<file path="config.mk">
export PLATFORM = sky130hd
export DESIGN_NAME = evq_writer
export DESIGN_NICKNAME = d
export VERILOG_FILES = /design/src/rtl/evq_pkg.sv /design/src/rtl/evq_ptr_advance.sv /design/src/rtl/evq_entry_build.sv /design/src/rtl/evq_fsm.sv /design/src/rtl/evq_writer.sv
export SDC_FILE = /design/constraint.sdc
export NUM_CORES = 1
export LEC_CHECK = 0
export BUFFER_PORTS_ARGS = -buffer_cell sky130_fd_sc_hd__buf_4
export CAP_MARGIN = 20
export CORE_MARGIN = 3
export CORE_UTILIZATION = 45
export DETAILED_ROUTE_END_ITERATION = 12
export PLACE_DENSITY = 0.71
export SYNTH_ARGS = -nofsm -noshare
export SYNTH_HDL_FRONTEND = slang
export SYNTH_SLANG_ARGS = --single-unit
</file>
<file path="constraint.sdc">
create_clock -name clk -period 6 [get_ports clk]
set_input_delay 1.2 -clock clk [delete_from_list [all_inputs] [get_ports clk]]
set_output_delay 1.2 -clock clk [all_outputs]
set_load 0.05 [all_outputs]
</file>
<file path="src/rtl/evq_pkg.sv">
package evq_pkg;
  localparam int ENTRY_W  = 32;
  localparam int DATA_W   = ENTRY_W - 1;
  localparam int MIN_LOG2 = 10;
  localparam int BYTES    = ENTRY_W / 8;

  typedef enum logic [1:0] {
    ST_IDLE  = 2'd0,
    ST_WRITE = 2'd1,
    ST_DONE  = 2'd2
  } evq_state_e;
endpackage

</file>
<file path="src/rtl/evq_ptr_advance.sv">
module evq_ptr_advance #(
  parameter int IDX_W    = 16,
  parameter int SIZE_W   = 4,
  parameter int MAX_CODE = 6
) (
  input  logic [SIZE_W-1:0] size_code,
  input  logic [IDX_W-1:0]  idx_in,
  input  logic              gen_in,
  input  logic              flip_in,
  output logic [IDX_W-1:0]  idx_cur,
  output logic [IDX_W-1:0]  idx_next,
  output logic              gen_next,
  output logic              flip_next
);
  import evq_pkg::*;

  logic [SIZE_W-1:0] eff_code;
  logic [IDX_W-1:0]  len_mask;
  logic              wrap;

  // Clamp the size code to the largest queue the index width can address.
  assign eff_code = (size_code > SIZE_W'(MAX_CODE)) ? SIZE_W'(MAX_CODE) : size_code;

  always_comb begin
    for (int i = 0; i < IDX_W; i++) begin
      len_mask[i] = (i < (int'(eff_code) + MIN_LOG2));
    end
  end

  assign idx_cur   = idx_in & len_mask;
  assign idx_next  = (idx_cur + IDX_W'(1)) & len_mask;
  assign wrap      = (idx_next == '0);
  assign gen_next  = gen_in ^ wrap;
  assign flip_next = wrap ? gen_next : flip_in;
endmodule

</file>
<file path="src/rtl/evq_entry_build.sv">
module evq_entry_build #(
  parameter int ADDR_W = 32,
  parameter int IDX_W  = 16
) (
  input  logic [ADDR_W-1:0]           base,
  input  logic [IDX_W-1:0]            idx,
  input  logic                        gen,
  input  logic [evq_pkg::DATA_W-1:0]  data,
  output logic [ADDR_W-1:0]           addr,
  output logic [evq_pkg::ENTRY_W-1:0] word_be
);
  import evq_pkg::*;

  logic [ENTRY_W-1:0] entry;

  assign entry = {gen, data};
  assign addr  = base + (ADDR_W'(idx) << 2);

  // Lowest-address byte lane carries the most significant entry byte.
  for (genvar b = 0; b < BYTES; b++) begin : g_swap
    assign word_be[8*b +: 8] = entry[8*(BYTES-1-b) +: 8];
  end
endmodule

</file>
<file path="src/rtl/evq_fsm.sv">
module evq_fsm (
  input  logic clk,
  input  logic rst,
  input  logic req_valid,
  input  logic mem_ready,
  output logic load,
  output logic ack,
  output logic busy,
  output logic write_phase,
  output logic done_phase
);
  import evq_pkg::*;

  evq_state_e state;

  always_ff @(posedge clk) begin
    if (rst) begin
      state <= ST_IDLE;
    end else begin
      unique case (state)
        ST_IDLE:  if (req_valid) state <= ST_WRITE;
        ST_WRITE: if (mem_ready) state <= ST_DONE;
        ST_DONE:  state <= ST_IDLE;
        default:  state <= ST_IDLE;
      endcase
    end
  end

  assign busy        = (state != ST_IDLE);
  assign write_phase = (state == ST_WRITE);
  assign done_phase  = (state == ST_DONE);
  assign load        = (state == ST_IDLE) && req_valid;
  assign ack         = (state == ST_WRITE) && mem_ready;
endmodule

</file>
<file path="src/rtl/evq_writer.sv">
module evq_writer #(
  parameter int ADDR_W   = 32,
  parameter int SIZE_W   = 4,
  parameter int MAX_CODE = 6,
  parameter int IDX_W    = MAX_CODE + 10
) (
  input  logic                        clk,
  input  logic                        rst,
  input  logic                        req_valid,
  input  logic [evq_pkg::DATA_W-1:0]  req_data,
  input  logic [ADDR_W-1:0]           req_base,
  input  logic [SIZE_W-1:0]           req_size,
  input  logic [IDX_W-1:0]            req_index,
  input  logic                        req_gen,
  input  logic                        req_gen_flip,
  output logic                        busy,
  output logic                        mem_valid,
  output logic [ADDR_W-1:0]           mem_addr,
  output logic [evq_pkg::ENTRY_W-1:0] mem_wdata,
  input  logic                        mem_ready,
  input  logic                        mem_err,
  output logic                        upd_valid,
  output logic [IDX_W-1:0]            upd_index,
  output logic                        upd_gen,
  output logic                        upd_gen_flip,
  output logic                        upd_err
);
  import evq_pkg::*;

  logic               load, ack;
  logic [IDX_W-1:0]   idx_cur, idx_next;
  logic               gen_next, flip_next;
  logic [ADDR_W-1:0]  addr_c;
  logic [ENTRY_W-1:0] word_c;

  // Held descriptor results for both outcomes of the write.
  logic [IDX_W-1:0]   hold_idx, adv_idx;
  logic               hold_gen, adv_gen, hold_flip, adv_flip;

  evq_fsm u_fsm (
    .clk         (clk),
    .rst         (rst),
    .req_valid   (req_valid),
    .mem_ready   (mem_ready),
    .load        (load),
    .ack         (ack),
    .busy        (busy),
    .write_phase (mem_valid),
    .done_phase  (upd_valid)
  );

  evq_ptr_advance #(
    .IDX_W    (IDX_W),
    .SIZE_W   (SIZE_W),
    .MAX_CODE (MAX_CODE)
  ) u_ptr (
    .size_code (req_size),
    .idx_in    (req_index),
    .gen_in    (req_gen),
    .flip_in   (req_gen_flip),
    .idx_cur   (idx_cur),
    .idx_next  (idx_next),
    .gen_next  (gen_next),
    .flip_next (flip_next)
  );

  evq_entry_build #(
    .ADDR_W (ADDR_W),
    .IDX_W  (IDX_W)
  ) u_entry (
    .base    (req_base),
    .idx     (idx_cur),
    .gen     (req_gen),
    .data    (req_data),
    .addr    (addr_c),
    .word_be (word_c)
  );

  always_ff @(posedge clk) begin
    if (rst) begin
      mem_addr  <= '0;
      mem_wdata <= '0;
      hold_idx  <= '0;
      adv_idx   <= '0;
      hold_gen  <= 1'b0;
      adv_gen   <= 1'b0;
      hold_flip <= 1'b0;
      adv_flip  <= 1'b0;
    end else if (load) begin
      mem_addr  <= addr_c;
      mem_wdata <= word_c;
      hold_idx  <= idx_cur;
      adv_idx   <= idx_next;
      hold_gen  <= req_gen;
      adv_gen   <= gen_next;
      hold_flip <= req_gen_flip;
      adv_flip  <= flip_next;
    end
  end

  always_ff @(posedge clk) begin
    if (rst) begin
      upd_index    <= '0;
      upd_gen      <= 1'b0;
      upd_gen_flip <= 1'b0;
      upd_err      <= 1'b0;
    end else if (ack) begin
      upd_index    <= mem_err ? hold_idx  : adv_idx;
      upd_gen      <= mem_err ? hold_gen  : adv_gen;
      upd_gen_flip <= mem_err ? hold_flip : adv_flip;
      upd_err      <= mem_err;
    end
  end
endmodule

</file>
==> reports/metrics.csv <==
stage;metric;value;unit
run_status;status;complete, no violations;
clock_tree;postcts setup bufs;0;
finish;most common cell after layout, fill and taps aside;buf_4;
timing;PnR worst setup slack;0.664;ns
global_routing;Tot GR Track Use;22.6;%
timing;Worst slew margin;38.2;%
detailed_routing;vias;6000;
yosys;number of flops mapped to enable cells by yosys;0;
job;Max-Cap Viols;0;
yosys;Seq/Total Area, Yosys;39.2;%
yosys;post-synthesis cell area;6130;um^2
yosys;synth unique cells;66;
clock_tree;clock sink total;120;
critical_path;register-to-register setup slack;3.89;ns
critical_path;CP endpoint;adv_flip;
global_routing;GRT Residual Overflow;0;
clock_tree;Worst-path clk slew;0.05;ns
timing;max frequency;187;MHz
critical_path;Critical Path Fanout Max;7;
detailed_routing;DR iter-0 viols;409;
finish;antenna cells;0;
timing;min Tclk post-route;5.34;ns
die;Die Area;15100;um^2
yosys;Syn Nets;877;
finish;Final #Nets;1024;
die;Ports;176;
critical_path;CP bufs+invs;1;
timing;final hold vios;0;
detailed_routing;Final ANT Viol Nets;0;
timing;TNS Setup;0;ns
global_routing;first-pass GRT wire length;27.1;mm
power;leak pwr;3.44;nW
finish;most frequent cells in the layout;buf_4, nand2_1, dfxtp_1;
yosys;Synth warnings;0;
die;row cnt;42;
power;PD cells;310;nW/um^2
power;worst vdd ir;0.000163;V
place;port buffer count;175;
timing;Slew Limit Fails;0;
detailed_routing;via/cell ratio;5.41;
finish;Syn-to-layout area delta;32.7;%
critical_path;crit start category;input port;
finish;Fillers;1268;
global_routing;initial antenna violation count;0;
timing;final worst-path cycle share;88.9;%
critical_path;FF-to-FF End;adv_flip;
yosys;Synth async-reset ratio;0;%
critical_path;crit path capture type;flop;
critical_path;Crit path depth;18;
yosys;Mapped Cells;773;
global_routing;pin count of the biggest net entering global routing;103;
critical_path;Critical Path RT;6.35;ns
detailed_routing;WL per Instance;15.6;um
detailed_routing;DRT Pass-1 Iters;5;
critical_path;Crit path largest cell delay;0.56;ns
critical_path;CP Data Arrival Time;5.69;ns
timing;endpoints failing setup;0;
yosys;Mean Syn Cell Area;7.93;um^2
timing;final clock skew;0.00607;ns
die;die width;123;um
yosys;synthesized flop and latch total;120;
place;Final Wtd Congestion;0.938;
yosys;ys flop type;dfxtp_1;
place;hpwl dp;12.3;mm
clock_tree;CTS tree;built;
finish;share of layout cells above drive strength 1;24.0;%
die;Initial Util;46.1;%
critical_path;Crit Reg-Reg Startpoint;u_fsm.state[1];
critical_path;CP top delay family;simple AND/OR/NAND/NOR gates;
clock_tree;PostCTS Resize Cnt;0;
worst_hold_path;Hold Crit Class;flop to flop;
critical_path;crit-path cells;buf_4 -> or2_2 -> ha_1 -> nor2b_1 -> nand4_1 -> nor2_1 -> nor2b_1 -> ha_1 -> and2_1 -> o311ai_2 -> nor3_2 -> and4_4 -> nand3_2 -> mux2_4 -> or4_1 -> or4_4 -> or4_1 -> nand3_1;
clock_tree;clock latency on the worst-skew pair;0.41;ns
critical_path;slowest CP cell;or4_4;
timing;Slew @ Worst Pin;0.922;ns
clock_tree;CTS max path bufs;2;
clock_tree;CTS root buffer;clkbuf_16;
critical_path;CP startpoint;req_size[3];
clock_tree;CTS H-tree depth;4;
place;dpl ws;0.274;ns
die;DIE HEIGHT;123;um
clock_tree;hold_buf cts;0;
timing;RSZ-0062 raised after global routing;false;
global_routing;vias in the first global route;5366;
detailed_routing;DRC;0;
clock_tree;cts bufs inserted;17;
critical_path;depth of the worst register-to-register path;5;
critical_path;critical setup path kind;input port to flop;
die;total core area;13300;um^2
detailed_routing;final wirelength;17.3;mm
flip-flops by register name, summed over array words and instances (netlist names), 2 cells and up:
| register | count |
|---|---|
| mem_wdata | 32 |
| mem_addr | 32 |
| adv_idx | 16 |
| hold_idx | 16 |
| u_fsm.state | 2 |
| upd_index | 16 |
synthesized netlist by cell type (all sizes together) (2+ instances only):
| cell | n | area share, % |
|---|---|---|
| nand2 | 137 | 8.4 |
| dfxtp | 120 | 39 |
| a21oi | 87 | 7.1 |
| nor2 | 65 | 4.0 |
| clkbuf | 41 | 2.5 |
| nand3 | 30 | 2.5 |
| a211oi | 28 | 3.4 |
| o21ai | 25 | 2.0 |
| mux2i | 24 | 3.9 |
| xnor2 | 23 | 3.3 |
| inv | 16 | 0.98 |
| and3 | 13 | 1.3 |
| ha | 13 | 2.7 |
| nor2b | 13 | 1.3 |
| buf | 12 | 1.1 |
| and2 | 9 | 0.92 |
| nor3 | 8 | 0.74 |
| nor4 | 8 | 0.82 |
| o211ai | 8 | 0.98 |
| xor2 | 8 | 1.1 |
| a32oi | 7 | 1.0 |
| nand4 | 7 | 0.71 |
| a311oi | 6 | 0.86 |
| nand2b | 6 | 0.61 |
| or4 | 6 | 0.80 |
| o31ai | 5 | 0.69 |
| or3 | 5 | 0.51 |
| a31oi | 4 | 0.41 |
| maj3 | 4 | 0.65 |
| a211o | 3 | 0.43 |
| a21boi | 2 | 0.25 |
| a21o | 2 | 0.24 |
| a41oi | 2 | 0.29 |
| and4 | 2 | 0.33 |
| o2111ai | 2 | 0.29 |
| o21bai | 2 | 0.24 |
worst min-delay path: stages, from the launching register on:
cell     delay (ns)
dfxtp_1        0.30
nand2_1        0.05
a21oi_1        0.05
cell type report:
cell class                 instances  area [um^2]  share of cell area, %
clock buffer                      19          443                   5.45
clock inverter                    13          169                   2.08
inverter                          16         60.1                  0.739
multi-input combinational        584         3450                   42.5
sequential                       120         2400                   29.6
tap                              176          220                   2.71
timing repair buffer             181         1380                   17.0
per-layer routing:
layer	GRT usage [%]	vias up	part of all wire, %	wire length [um]
met5	0	-	0	0
met4	7.28	0	1.6	282
met3	5.48	24	5.9	1020
met2	36.8	170	48	8230
met1	29.5	2765	45	7750
li1	-	3041	-	-
per-stage QoR:
stage / util, % / cells / hold slack [ns] / cell area (um^2) / total power, W
after floorplan: - / 773 / 0.431 / 6130 / 0.00130
after global placement: 56.3 / 1076 / 0.441 / 7490 / 0.00149
after detailed placement: 56.3 / 1076 / 0.446 / 7490 / 0.00149
after CTS: 60.9 / 1108 / 0.454 / 8100 / 0.00254
after global routing: 61.1 / 1109 / 0.468 / 8130 / 0.00263
final: 61.1 / 1109 / 0.453 / 8130 / 0.00252
worst min-delay path by stage:
stage                     start     endpoint  depth (start not counted)  slack (ns)
floorplan            adv_idx[1]   adv_idx[1]                          2        0.43
global placement    adv_idx[11]  adv_idx[11]                          2        0.44
detailed placement   adv_idx[4]   adv_idx[4]                          2        0.45
CTS                  adv_idx[4]   adv_idx[4]                          2        0.45
global route        mem_addr[0]  mem_addr[0]                          2        0.47
finish               adv_idx[0]   adv_idx[0]                          2        0.45
kinds of logic after synthesis:
family	Yosys count	share of synthesized area [%]
flops	120	39.2
xor+xnor	31	4.43
simple gates	313	23.5
fa+ha+maj	18	3.63
buf+inv	69	4.57
mux	25	4.17
compound gates	197	20.5
where the power goes:
group          total [W]  internal (W)  switching, W
clock            0.00104      0.000667      0.000376
sequential      0.000887      0.000857     0.0000301
combinational   0.000593      0.000206      0.000387
No activity file was read; power rests on OpenSTA's default activity.
